`src/rtl/nor_seq_pkg.sv`:
```
package nor_seq_pkg;

  typedef enum logic [1:0] {
    OP_READ  = 2'd0,
    OP_PROG  = 2'd1,
    OP_ERASE = 2'd2,
    OP_NOP   = 2'd3
  } op_e;

  typedef enum logic [2:0] {
    PH_IDLE,
    PH_WLOW,
    PH_WHOLD,
    PH_WREC,
    PH_RD
  } ph_e;

  localparam logic [15:0] W_ERASE_CMD  = 16'h0020;
  localparam logic [15:0] W_ERASE_CONF = 16'h00D0;
  localparam logic [15:0] W_PROG_CMD   = 16'h0040;

  // nanoseconds to clock cycles, rounded up, never below one
  function automatic int ns_to_cyc(input int ns, input int clk_ns);
    int c;
    c = (ns + clk_ns - 1) / clk_ns;
    return (c < 1) ? 1 : c;
  endfunction

  function automatic int max2(input int a, input int b);
    return (a > b) ? a : b;
  endfunction

endpackage

```
`src/rtl/nor_seq_timer.sv`:
```
module nor_seq_timer #(
  parameter int CW = 8
) (
  input  logic          clk,
  input  logic          rst_n,
  input  logic          load,
  input  logic [CW-1:0] load_val,
  output logic          zero
);
  logic [CW-1:0] cnt;

  always_ff @(posedge clk or negedge rst_n) begin
    if (!rst_n)            cnt <= '0;
    else if (load)         cnt <= load_val;
    else if (cnt != '0)    cnt <= cnt - 1'b1;
  end

  assign zero = (cnt == '0);
endmodule

```
`src/rtl/nor_seq_bus.sv`:
```
module nor_seq_bus
  import nor_seq_pkg::*;
#(
  parameter int AW = 23
) (
  input  ph_e           ph,
  input  logic [AW-1:0] addr,
  input  logic [15:0]   word,
  output logic [AW-1:0] fl_addr,
  output logic [15:0]   fl_dq_out,
  output logic          fl_dq_oe,
  output logic          fl_we_n,
  output logic          fl_oe_n,
  output logic          fl_ce0_n
);
  logic drive;

  assign drive     = (ph == PH_WLOW) || (ph == PH_WHOLD);
  assign fl_addr   = addr;
  assign fl_dq_oe  = drive;
  assign fl_dq_out = drive ? word : 16'h0000;
  assign fl_we_n   = (ph != PH_WLOW);
  assign fl_oe_n   = (ph != PH_RD);
  assign fl_ce0_n  = !(drive || (ph == PH_RD));
endmodule

```
`src/rtl/nor_cmd_seq.sv`:
```
module nor_cmd_seq
  import nor_seq_pkg::*;
#(
  parameter int AW       = 23,
  parameter int T_CLK_NS = 5,
  parameter int T_WP_NS  = 70,
  parameter int T_DS_NS  = 50,
  parameter int T_AS_NS  = 55,
  parameter int T_DH_NS  = 10,
  parameter int T_REC_NS = 30,
  parameter int T_RD_NS  = 120
) (
  input  logic          clk,
  input  logic          rst_n,
  input  logic          req_valid,
  output logic          req_ready,
  input  logic [1:0]    req_op,
  input  logic [AW-1:0] req_addr,
  input  logic [15:0]   req_data,
  output logic          rd_valid,
  output logic [15:0]   rd_data,
  output logic [AW-1:0] fl_addr,
  output logic [15:0]   fl_dq_out,
  output logic          fl_dq_oe,
  input  logic [15:0]   fl_dq_in,
  output logic          fl_we_n,
  output logic          fl_oe_n,
  output logic [2:0]    fl_ce_n,
  output logic          fl_byte_n,
  output logic          fl_rst_n
);
  localparam int N_LOW  = max2(ns_to_cyc(T_WP_NS, T_CLK_NS),
                               max2(ns_to_cyc(T_DS_NS, T_CLK_NS), ns_to_cyc(T_AS_NS, T_CLK_NS)));
  localparam int N_HOLD = ns_to_cyc(T_DH_NS, T_CLK_NS);
  localparam int N_REC  = ns_to_cyc(T_REC_NS, T_CLK_NS);
  localparam int N_RD   = ns_to_cyc(T_RD_NS, T_CLK_NS);
  localparam int N_MAX  = max2(max2(N_LOW, N_HOLD), max2(N_REC, N_RD));
  localparam int CW     = $clog2(N_MAX + 1);

  localparam logic [CW-1:0] LD_LOW  = CW'(N_LOW - 1);
  localparam logic [CW-1:0] LD_HOLD = CW'(N_HOLD - 1);
  localparam logic [CW-1:0] LD_REC  = CW'(N_REC - 1);
  localparam logic [CW-1:0] LD_RD   = CW'(N_RD - 1);

  ph_e           ph, ph_n;
  op_e           op_q;
  logic          second;
  logic [AW-1:0] addr_q;
  logic [15:0]   data_q;
  logic [15:0]   word_now;
  logic          t_load, t_zero;
  logic [CW-1:0] t_val;
  logic          fl_ce0_n;

  // named internal events
  logic accept, we_rise, pair_done, rd_sample;

  assign req_ready = (ph == PH_IDLE);
  assign accept    = req_valid && req_ready;
  assign we_rise   = (ph == PH_WLOW) && t_zero;
  assign pair_done = (ph == PH_WREC) && t_zero && second;
  assign rd_sample = (ph == PH_RD) && t_zero;

  always_comb begin
    if (!second) word_now = (op_q == OP_ERASE) ? W_ERASE_CMD : W_PROG_CMD;
    else         word_now = (op_q == OP_ERASE) ? W_ERASE_CONF : data_q;
  end

  always_comb begin
    ph_n   = ph;
    t_load = 1'b0;
    t_val  = '0;
    case (ph)
      PH_IDLE: if (accept) begin
        case (op_e'(req_op))
          OP_READ:           begin ph_n = PH_RD;   t_load = 1'b1; t_val = LD_RD;  end
          OP_PROG, OP_ERASE: begin ph_n = PH_WLOW; t_load = 1'b1; t_val = LD_LOW; end
          default:           ph_n = PH_IDLE;
        endcase
      end
      PH_WLOW:  if (t_zero) begin ph_n = PH_WHOLD; t_load = 1'b1; t_val = LD_HOLD; end
      PH_WHOLD: if (t_zero) begin ph_n = PH_WREC;  t_load = 1'b1; t_val = LD_REC;  end
      PH_WREC:  if (t_zero) begin
        if (second) ph_n = PH_IDLE;
        else begin ph_n = PH_WLOW; t_load = 1'b1; t_val = LD_LOW; end
      end
      PH_RD:    if (t_zero) ph_n = PH_IDLE;
      default:  ph_n = PH_IDLE;
    endcase
  end

  always_ff @(posedge clk or negedge rst_n) begin
    if (!rst_n) begin
      ph       <= PH_IDLE;
      op_q     <= OP_NOP;
      second   <= 1'b0;
      addr_q   <= '0;
      data_q   <= '0;
      rd_valid <= 1'b0;
      rd_data  <= '0;
    end else begin
      ph       <= ph_n;
      rd_valid <= rd_sample;
      if (rd_sample) rd_data <= fl_dq_in;
      if (accept) begin
        op_q   <= op_e'(req_op);
        addr_q <= req_addr;
        data_q <= req_data;
        second <= 1'b0;
      end else if ((ph == PH_WREC) && t_zero && !second) begin
        second <= 1'b1;
      end
    end
  end

  nor_seq_timer #(.CW(CW)) u_timer (
    .clk      (clk),
    .rst_n    (rst_n),
    .load     (t_load),
    .load_val (t_val),
    .zero     (t_zero)
  );

  nor_seq_bus #(.AW(AW)) u_bus (
    .ph        (ph),
    .addr      (addr_q),
    .word      (word_now),
    .fl_addr   (fl_addr),
    .fl_dq_out (fl_dq_out),
    .fl_dq_oe  (fl_dq_oe),
    .fl_we_n   (fl_we_n),
    .fl_oe_n   (fl_oe_n),
    .fl_ce0_n  (fl_ce0_n)
  );

  assign fl_ce_n   = {2'b00, fl_ce0_n};
  assign fl_byte_n = 1'b1;
  assign fl_rst_n  = 1'b1;

  // ---------------- assertions ----------------
  a_r6_no_contention: assert property (@(posedge clk) disable iff (!rst_n)
    !(fl_dq_oe && !fl_oe_n));

  a_r3_ce_with_we: assert property (@(posedge clk) disable iff (!rst_n)
    !fl_we_n |-> (!fl_ce_n[0] && fl_oe_n && fl_dq_oe));

  a_r4_hold_after_rise: assert property (@(posedge clk) disable iff (!rst_n)
    we_rise |=> (fl_we_n && fl_dq_oe && !fl_ce_n[0] &&
                 fl_addr == $past(fl_addr) && fl_dq_out == $past(fl_dq_out)));

  a_r9_idle_quiet: assert property (@(posedge clk) disable iff (!rst_n)
    req_ready |-> (fl_we_n && fl_oe_n && fl_ce_n[0] && !fl_dq_oe));

  a_r5_rd_pulse: assert property (@(posedge clk) disable iff (!rst_n)
    rd_valid |=> !rd_valid);

  a_r7_busy_not_ready: assert property (@(posedge clk) disable iff (!rst_n)
    (accept && req_op != OP_NOP) |=> !req_ready);

  a_r4_pair_ends_idle: assert property (@(posedge clk) disable iff (!rst_n)
    pair_done |=> (req_ready && fl_ce_n[0]));
endmodule

```
`config.mk`:
```
export PLATFORM = sky130hd
export DESIGN_NAME = nor_cmd_seq
export DESIGN_NICKNAME = d
export VERILOG_FILES = /design/src/rtl/nor_seq_pkg.sv /design/src/rtl/nor_seq_timer.sv /design/src/rtl/nor_seq_bus.sv /design/src/rtl/nor_cmd_seq.sv
export SDC_FILE = /design/constraint.sdc
export NUM_CORES = 1
export LEC_CHECK = 0
export BUFFER_PORTS_ARGS = -buffer_cell sky130_fd_sc_hd__clkbuf_2
export CORE_ASPECT_RATIO = 0.6
export CORE_MARGIN = 3
export CORE_UTILIZATION = 24
export CTS_CLUSTER_SIZE = 24
export DETAILED_ROUTE_END_ITERATION = 7
export GPL_ROUTABILITY_DRIVEN = 1
export GPL_TIMING_DRIVEN = 0
export PLACE_DENSITY = 0.49
export SETUP_SLACK_MARGIN = 0.02
export SLEW_MARGIN = 20
export SYNTH_ARGS = -nofsm -noshare
export SYNTH_HDL_FRONTEND = slang
export SYNTH_SLANG_ARGS = --single-unit
```
`constraint.sdc`:
```
create_clock -name clk -period 2.5 [get_ports clk]
set_input_delay 0 -clock clk [delete_from_list [all_inputs] [get_ports clk]]
set_output_delay 0 -clock clk [all_outputs]
set_load 0.05 [all_outputs]
```
==> results of run 1 <==
[synth_stat cells (all sizes together), types with 2 or more instances]
master | count | share of area (%)
xnor2 | 3 | 0.87
and3 | 2 | 0.42
nor4 | 2 | 0.42
o211ai | 3 | 0.75
clkbuf | 2 | 0.25
nor2b | 2 | 0.42
dfrtp | 65 | 54
o21ai | 6 | 1.0
o211a | 2 | 0.67
and2 | 12 | 2.5
ha | 3 | 1.2
mux2 | 54 | 21
nand2 | 14 | 1.7
buf | 14 | 3.4
inv | 9 | 1.1
nor4b | 2 | 1.3
or4b | 2 | 0.79
a2bb2oi | 2 | 0.58
nand3 | 2 | 0.75
conb | 2 | 0.25
or3 | 2 | 0.42
nor2 | 4 | 0.50
dfstp | 2 | 1.7
nor3 | 3 | 0.50
a21oi | 3 | 0.50
[stage by stage]
stage	area, um^2	hold slack, ns
after floorplan	3020	-0.296
after global placement	3820	0.198
after detailed placement	3850	-0.0654
after CTS	4740	0.0753
after global routing	4750	0.0867
final	4750	0.0880
[metal layers]
layer	vias up	share of wire (%)	wire length, um	global-route usage [%]
met1	1166	46	3710	15.5
met3	6	8.2	664	4.79
met4	0	0.82	66	2.49
met5	-	0	0	0
met2	86	45	3650	18.5
li1	1168	-	-	-
[path summary, 6_finish.rpt]
kind,from,endpoint,slack [ns]
min,req_valid,ph[0],0.09
min in group asynchronous,rst_n,addr_q[21],0.13
max reg2reg,u_timer.cnt[0],rd_data[1],0.42
max in group asynchronous,rst_n,op_q[0],1.80
min reg2reg,data_q[0],data_q[0],0.50
max,ph[0],fl_dq_out[12],0.32
[logic make-up (layout without fill, tap and decap cells)]
logic type / after synthesis / count (layout)
AOI/OAI and AO/OA: 23 / 23
xor gates and xnor gates: 3 / 3
adders and majority gates: 3 / 3
buffers and inverters: 25 / 220
DFF: 67 / 67
muxes: 55 / 55
other: 2 / 4
and+or+nand+nor: 49 / 49
[sequential cells by signal, indices dropped and copies added (netlist names)]
| signal | flops |
|---|---|
| u_timer.cnt | 5 |
| rd_data | 16 |
| data_q | 16 |
| addr_q | 23 |
| rd_valid | 1 |
| second | 1 |
| ph | 3 |
| op_q | 2 |
[final cells by class]
cell class,instances,share of cell area (%)
clock buffers,11,4.90
clock inverters,5,1.63
inverters,9,0.712
well taps,160,4.22
multi-input cells,137,25.3
plain buffers,16,2.37
flip-flops and latches,67,35.4
repair buffers,179,25.5
[power breakdown]
part,internal (mW),switching (mW)
clock network,0.870,0.450
registers,1.57,0.289
logic,0.954,1.97
total,3.40,2.71
[what timing repair did]
item,in CTS,in global routing
gates resized for setup,0,3
endpoints found under the hold margin,122,0
hold buffers,58,0
endpoints found under the setup margin,0,10
[critical path, cell delays in order (launching register included)]
cell and delay (ns):
dfrtp_1 0.38, buf_2 0.19, xnor2_1 0.18, nor4_2 0.37, clkbuf_2 0.28, and2_1 0.17
clkbuf_2 0.28
==> flow_summary.ini, run 1 <==
[cts]
cts_max_path_buffers = 2
cts.sinks = 67
post_cts_buffers = 0
clk-insertion-delay-late_ns = 0.32
clockRootBuffer = clkbuf_16
cts_tree = built
clk_pin_slew_ns = 0.06
tritoncts.num_buffers = 9
htree_levels = 3

[flow_run]
max_cap_violations = 0

[power]
p_per_area_nw_per_um2 = 1290
power_mw = 6.10
p_leak_nw = 2.33
vdd_drop_max_uv = 490

[place]
gp_congestion = 0.750
detailed_place_hpwl_mm = 5.72
portBuffers = 120
place_ws_ns = 0.379
placedCellCount = 510

[finish]
antenna_cells = 0
layout_common_cells = clkbuf_2 (120), dfrtp_1 (65), dlygate4sd3_1 (58), mux2_2 (45), nand2_1 (14)
fillers = 1128
layout_commonest_cell = clkbuf_2
area_growth_pct = 57.7
regArea_um2 = 1680
fin_util_pct = 40.4
multi_input_area_um2 = 1200
fin_cells = 584
final_nets = 482
drive_above_1_share_pct = 49.8

[yosys]
synth_top_family_by_area = multiplexers
synth_xor_area_share_pct = 0.873
synthCells = 227
synth-simple-area-share_pct = 10.1
yosysWarnings = 0
synth_fa_ha_area_share_pct = 1.25
synth_edf_count = 0
postSynthAreaPerCell_um2 = 13.3
synth_cell_type_count = 41
synthMuxAreaShare_pct = 21.7
synthFlopType = dfrtp_1
synth.yosys.seq_area_share_pct = 55.8
ys_ff_latch = 67
async_flop_share_pct = 100
synth_compound_area_share_pct = 5.24
syn_area_um2 = 3010

[detailed_routing]
drt_iter0_drc = 64
vias_per_cell = 4.15
wl_per_cell_um = 13.9
drc_errors = 0
drt_wl_total_mm = 8.09
dr.pass1.iters = 4
ant_nets = 0
vias = 2426

[setup_path]
reg2regPathDepth = 6
crit_type = flop to output port
startpoint_type = flop
critPathCaptureType = output port
arrival_ns = 2.18
crit_required_ns = 2.50
worstPathMaxFanout = 10

[sta]
worstMarginPinSlew_ns = 0.549
final-setup-viol-count = 0
fin_ws_ns = 0.321
fin_tns_setup_ns = 0
period_share_pct = 87.2
rsz0062_at_grt = no
slew_violations = 0
skew_ns = 0.00644
slew_headroom_pct = 63.2
finalHoldViolCount = 0
min_period_ns = 2.18
fmax_mhz = 459

[global_route]
grt-ovfl-total = 0
grt_use_total_pct = 11.9
grt_pass1_wl_mm = 12.9
grt_start_max_net_pins = 50
antenna_found_initial = 0
first_global_vias = 2504

[floorplanning]
initial_core_util_pct = 25.6
die_height_um = 92.8
rows = 30
core_um2 = 11700
die_area_um2 = 14000
die_w_um = 151
io_pins = 125

[hold_path]
hold_depth = 3
hold_path.class = primary input to flop

[outcome]
status = finished, final reports clean
No activity file was read; power rests on OpenSTA's default activity.
==> inputs of run 2 (changes only) <==
Settings changed: ABC_AREA from default to 1, PLACE_DENSITY 0.49 to 0.5.
Clock period 2.5 ns to 1.9 ns, I/O delays scaled along.
==> run 2 against run 1 <==
- sequential share of layout area decreased by 0.80 points
- die area increased by 1.2%
- count of clock-buffer cells in the layout down 1
- critical path depth increased by 2
- combinational power rose by 37%
- first-iteration DRC count increased by 98%
- sequential cell count unchanged
- clock skew barely moved
- worst setup slack got worse by 0.20 ns
- via count increased by 16%
- critical path type unchanged
==> flow_summary.ini, run 2 <==
[floorplanning]
rows = 31
die_height_um = 93.3
die_area_um2 = 14100
initial_core_util_pct = 24.9
core_um2 = 12200
io_pins = 125
die_w_um = 151

[power]
power_mw = 8.30
switching_share_pct = 47.2
p_per_area_nw_per_um2 = 1700
power_frac_seq_pct = 29.7
power.switching_mw = 3.92
power_frac_clock_pct = 21.9
p_leak_nw = 2.59
power_frac_comb_pct = 48.4
vdd_drop_max_uv = 1160
cellInternalPower_mw = 4.38

[yosys]
ys_ff_latch = 67
synth_fa_ha_area_share_pct = 1.23
postSynthAreaPerCell_um2 = 9.02
synth_compound_area_share_pct = 2.01
synth_area_leader_cell = dfrtp_1
synth_edf_count = 0
synth_cell_type_count = 31
synth_top_family_by_area = simple AND/OR/NAND/NOR gates
async_flop_share_pct = 100
synthFlopType = dfrtp_1
yosysMostFrequentCell = nand2_1
synth-simple-area-share_pct = 28.2
synth_area_leaders = dfrtp_1 (53%), nand2_1 (18%), mux2_4 (4.4%)
synthMuxAreaShare_pct = 7.02
synthCells = 338
synthTopCellsByCount = nand2_1 (149), dfrtp_1 (65), nor2_1 (31), inv_1 (15), mux2_4 (9)
synth_xor_area_share_pct = 0.575
syn_area_um2 = 3050
yosysWarnings = 0
synth.yosys.seq_area_share_pct = 55.1
yosysTopAreaCellShare_pct = 53.4

[cts]
htree_levels = 3
clk-insertion-delay-late_ns = 0.32
post_cts_buffers = 0
cts_max_path_buffers = 2
tritoncts.num_buffers = 9
clk_pin_slew_ns = 0.06
cts.sinks = 67
cts_tree = built
clockRootBuffer = clkbuf_16

[place]
portBuffers = 120
detailed_place_hpwl_mm = 6.37
gp_congestion = 0.798
place_area_um2 = 3910

[detailed_routing]
vias = 2815
drt_wl_total_mm = 8.93
wl_per_cell_um = 12.8
drt_iter0_drc = 127
drc_errors = 0
ant_nets = 0
dr.pass1.iters = 4
vias_per_cell = 4.02

[sta]
min_period_ns = 1.78
finalHoldViolCount = 0
rsz0062_at_grt = no
fin_tns_setup_ns = 0
final-setup-viol-count = 0
skew_ns = 0.00688
slew_violations = 0
fmax_mhz = 561
period_share_pct = 93.8

[finish]
layout_common_cells = nand2_1 (148), clkbuf_2 (110), dfrtp_1 (62), dlygate4sd3_1 (58), nor2_1 (23)
final_nets = 593
area_growth_pct = 59.7
largest_register_ffs = 23
antenna_cells = 0
layout_commonest_cell = nand2_1
regMostFlops = addr_q
drive_above_1_share_pct = 37.0
design_area_um2 = 4870
reg_top3 = addr_q: 23 flops, data_q: 16 flops, rd_data: 16 flops

[setup_path]
critPathCaptureType = output port
r2r_setup_slack_ns = 0.22
startpoint_type = flop
crit_type = flop to output port
worstPathMaxFanout = 10
arrival_ns = 1.78
crit_required_ns = 1.90

[global_route]
grt-ovfl-total = 0
grt_use_total_pct = 13.2
antenna_found_initial = 0
grt_pass1_wl_mm = 14.7
first_global_vias = 2958
grt_start_max_net_pins = 38

[hold_path]
hold_path.class = primary input to flop

[flow_run]
max_cap_violations = 0

[outcome]
status = finished, final reports clean
==> run 2: cell count changes in the layout (fill, tap and decap cells not counted), sizes merged, moves of 3 or more <==
| cell | delta |
|---|---|
| xnor2 | -3 |
| inv | +9 |
| o211ai | -3 |
| mux2 | -38 |
| and2 | -12 |
| nand2 | +139 |
| nor2 | +30 |
| nand3 | +7 |
==> run 2: what timing repair did <==
action                     4_1_cts  5_1_grt
pin swaps                        0        1
hold endpoints to repair        87        0
setup endpoints to repair       13       14
gates cloned                     0        0
hold buffers                    58        0
resized for setup               12       12
==> run 2: cell families (layout without fill, tap and decap cells) <==
logic type                 after synthesis  after routing
and+or+nand+nor                        202            202
DFF                                     67             67
buffers and inverters                   34            229
muxes                                   16             16
AOI/OAI and AO/OA                       12             12
adders and majority gates                3              3
other                                    2              4
xor gates and xnor gates                 2              2
==> run 2: metal layers <==
| metal | track usage, % | wire length (um) |
|---|---|---|
| met5 | 0 | 0 |
| met4 | 2.49 | 51 |
| met3 | 4.84 | 704 |
| met2 | 19.7 | 3680 |
| met1 | 18.6 | 4500 |
==> run 2: power by group through the flow <==
stage,combinational (mW),clock (mW),sequential (mW)
detailed placement,3.90,0,2.46
floorplan,1.63,0,3.72
global route,4.38,1.93,2.57
finish,4.01,1.82,2.47
CTS,4.02,1.87,2.46
global placement,3.85,0,2.44
==> run 2: final timing paths <==
kind                                 from           to  cells after the start
setup / recovery                    ph[0]   fl_ce_n[0]                      8
hold reg to reg                 data_q[1]    data_q[1]                      2
min in group asynchronous           rst_n    data_q[8]                      2
setup reg to reg           u_timer.cnt[0]  rd_data[10]                      6
hold / removal                  req_valid        ph[0]                      4
max in group asynchronous           rst_n      op_q[1]                      3
==> run 2: layout make-up <==
| type | instances | area [um^2] |
|---|---|---|
| Sequential cell | 67 | 1680 |
| Inverter | 18 | 67.6 |
| Multi-Input combinational cell | 239 | 1240 |
| Tap cell | 165 | 206 |
| Timing Repair Buffer | 179 | 1230 |
| Clock inverter | 6 | 88.8 |
| Clock buffer | 10 | 239 |
| Fill cell | 1236 | 7350 |
| Buffer | 16 | 116 |
==> run 2: through the flow <==
step	hold WS [ns]	worst slack, ns	cells	utilization [%]
finish	0.0725	0.118	700	39.8
global route	0.0981	0.0265	700	39.8
CTS	0.0582	0.0284	700	39.6
detailed placement	0.0130	-0.140	626	32.0
global placement	0.196	-0.0681	625	31.8
floorplan	-0.296	0.145	340	-
==> run 2: critical path, stage by stage, from the launching register on <==
cell      delay [ns]
dfrtp_2         0.45
inv_2           0.07
nor2_1          0.04
nand2_2         0.11
nand2_4         0.12
buf_6           0.17
a21oi_1         0.14
buf_4           0.13
clkbuf_4        0.22
==> inputs of run 3 (changes only) <==
Settings changed: ABC_AREA 1 to default.
==> run 3 against run 2 <==
- the run now ends with negative setup slack left
- cell count fell by 15%
- cell area increased by 7.0%
- sequential cell count stayed put
- largest cell class is now buffers
- critical endpoint is now fl_dq_out[15]
- core utilization increased by 4.5 points
- highest routed layer unchanged
- hold slack gained 0.046 ns
- count of clock-buffer cells in the layout shrank 1
- register-to-register slack worse by 0.13 ns
- total power increased by 1.8%
- die area is 1.2% lower
==> flow_summary.ini, run 3 (synthesis results as in run 1) <==
[detailed_routing]
wl_per_cell_um = 14.7
dr.pass1.iters = 4
drt_wl_total_mm = 8.74
drt_iter0_drc = 91
vias_per_cell = 4.13
vias = 2455
drc_errors = 0
ant_nets = 0

[power]
power_mw = 8.45
p_per_area_nw_per_um2 = 1620
power_frac_clock_pct = 19.4
switching_share_pct = 44.5
vdd_drop_max_uv = 563
power_frac_seq_pct = 29.2
p_leak_nw = 2.50
cellInternalPower_mw = 4.69
power.switching_mw = 3.76
power_frac_comb_pct = 51.4

[finish]
area_growth_pct = 72.9
antenna_cells = 0
layout_commonest_cell = clkbuf_2
drive_above_1_share_pct = 55.8
fin_cells = 594
regMostFlops = addr_q
layout_common_cells = clkbuf_2 (104), dfrtp_1 (65), dlygate4sd3_1 (58), mux2_2 (45), clkbuf_16 (21)
multi_input_area_um2 = 1300
final_nets = 492
largest_register_ffs = 23
reg_top3 = addr_q: 23 flops, data_q: 16 flops, rd_data: 16 flops
regArea_um2 = 1680
fillers = 1096
fin_util_pct = 44.3

[floorplanning]
core_um2 = 11700
io_pins = 125
rows = 30
die_height_um = 92.8
die_w_um = 151
initial_core_util_pct = 25.6
die_area_um2 = 14000

[cts]
cts.sinks = 67
cts_tree = built
cts_max_path_buffers = 2
clk_pin_slew_ns = 0.06
htree_levels = 3
clockRootBuffer = clkbuf_16
tritoncts.num_buffers = 9
clk-insertion-delay-late_ns = 0.32

[setup_path]
arrival_ns = 1.93
crit_type = flop to output port
startpoint_type = flop
critPathCaptureType = output port
worstPathMaxFanout = 5
crit_required_ns = 1.90

[hold_path]
hold_path.class = primary input to flop

[global_route]
grt_start_max_net_pins = 49
grt_pass1_wl_mm = 13.6
antenna_found_initial = 0
first_global_vias = 2597
grt_use_total_pct = 12.6
grt-ovfl-total = 0

[sta]
fmax_mhz = 519
final-setup-viol-count = 10
slew_violations = 0
min_period_ns = 1.93
skew_ns = 0.00527
period_share_pct = 101
fin_ws_ns = -0.0265
rsz0062_at_grt = yes
finalHoldViolCount = 0

[outcome]
status = finished, violations left
violations = negative setup slack

[place]
portBuffers = 120
detailed_place_hpwl_mm = 5.65
placedCellCount = 510
gp_congestion = 0.772

[flow_run]
max_cap_violations = 0
run 3: worst max-delay path, cell delays in order (launching register included):
cell       delay, ns
dfrtp_1         0.39
buf_6           0.14
xnor2_4         0.15
nor4_4          0.40
clkbuf_8        0.23
and2_4          0.14
clkbuf_16       0.15
run 3: path summary, 6_finish.rpt:
check | start | to | slack [ns] | cells after the start
setup / recovery | ph[0] | fl_dq_out[15] | -0.03 | 6
hold / removal | req_valid | ph[0] | 0.12 | 3
setup reg to reg | ph[1] | addr_q[22] | 0.09 | 5
hold reg to reg | data_q[5] | data_q[5] | 0.47 | 2
max in group asynchronous | rst_n | op_q[1] | 1.19 | 3
min in group asynchronous | rst_n | addr_q[22] | 0.13 | 2
run 3: layer usage:
layer | track usage (%) | wire, um
met3 | 4.65 | 590
met5 | 0 | 0
met2 | 19.6 | 3930
met1 | 16.6 | 4150
met4 | 3.39 | 73
run 3: timing repair:
action                     in CTS  in global routing
hold endpoints to repair      123                  0
buffers inserted                8                  0
cloned                          1                  1
setup endpoints to repair      30                 28
pin swaps                      14                  1
resized for setup              66                 25
hold buffers                   58                  0
run 3: stage by stage:
stage	instance area, um^2	setup TNS [ns]	hold slack [ns]	worst slack (ns)
final	5210	-0.240	0.119	-0.0265
after global routing	5210	-1.30	0.163	-0.119
after CTS	5150	-0.356	0.109	-0.0418
after detailed placement	3860	-5.40	-0.0585	-0.375
after global placement	3830	-4.83	0.200	-0.325
after floorplan	3030	0	-0.296	0.134
run 3: layout make-up:
type	count	area share, %
sequential	67	32.3
timing repair buffer	189	29.7
multi-input combinational	137	24.9
clock buffer	9	4.33
tap	160	3.85
buffer	16	2.98
clock inverter	7	1.32
inverter	9	0.649
run 3: power by group through the flow:
| stage | combinational (mW) | sequential, mW | clock, mW |
|---|---|---|---|
| floorplan | 1.73 | 3.61 | 0 |
| global placement | 3.77 | 2.43 | 0 |
| detailed placement | 3.81 | 2.45 | 0 |
| CTS | 4.28 | 2.45 | 1.70 |
| global route | 4.61 | 2.55 | 1.76 |
| finish | 4.34 | 2.47 | 1.64 |
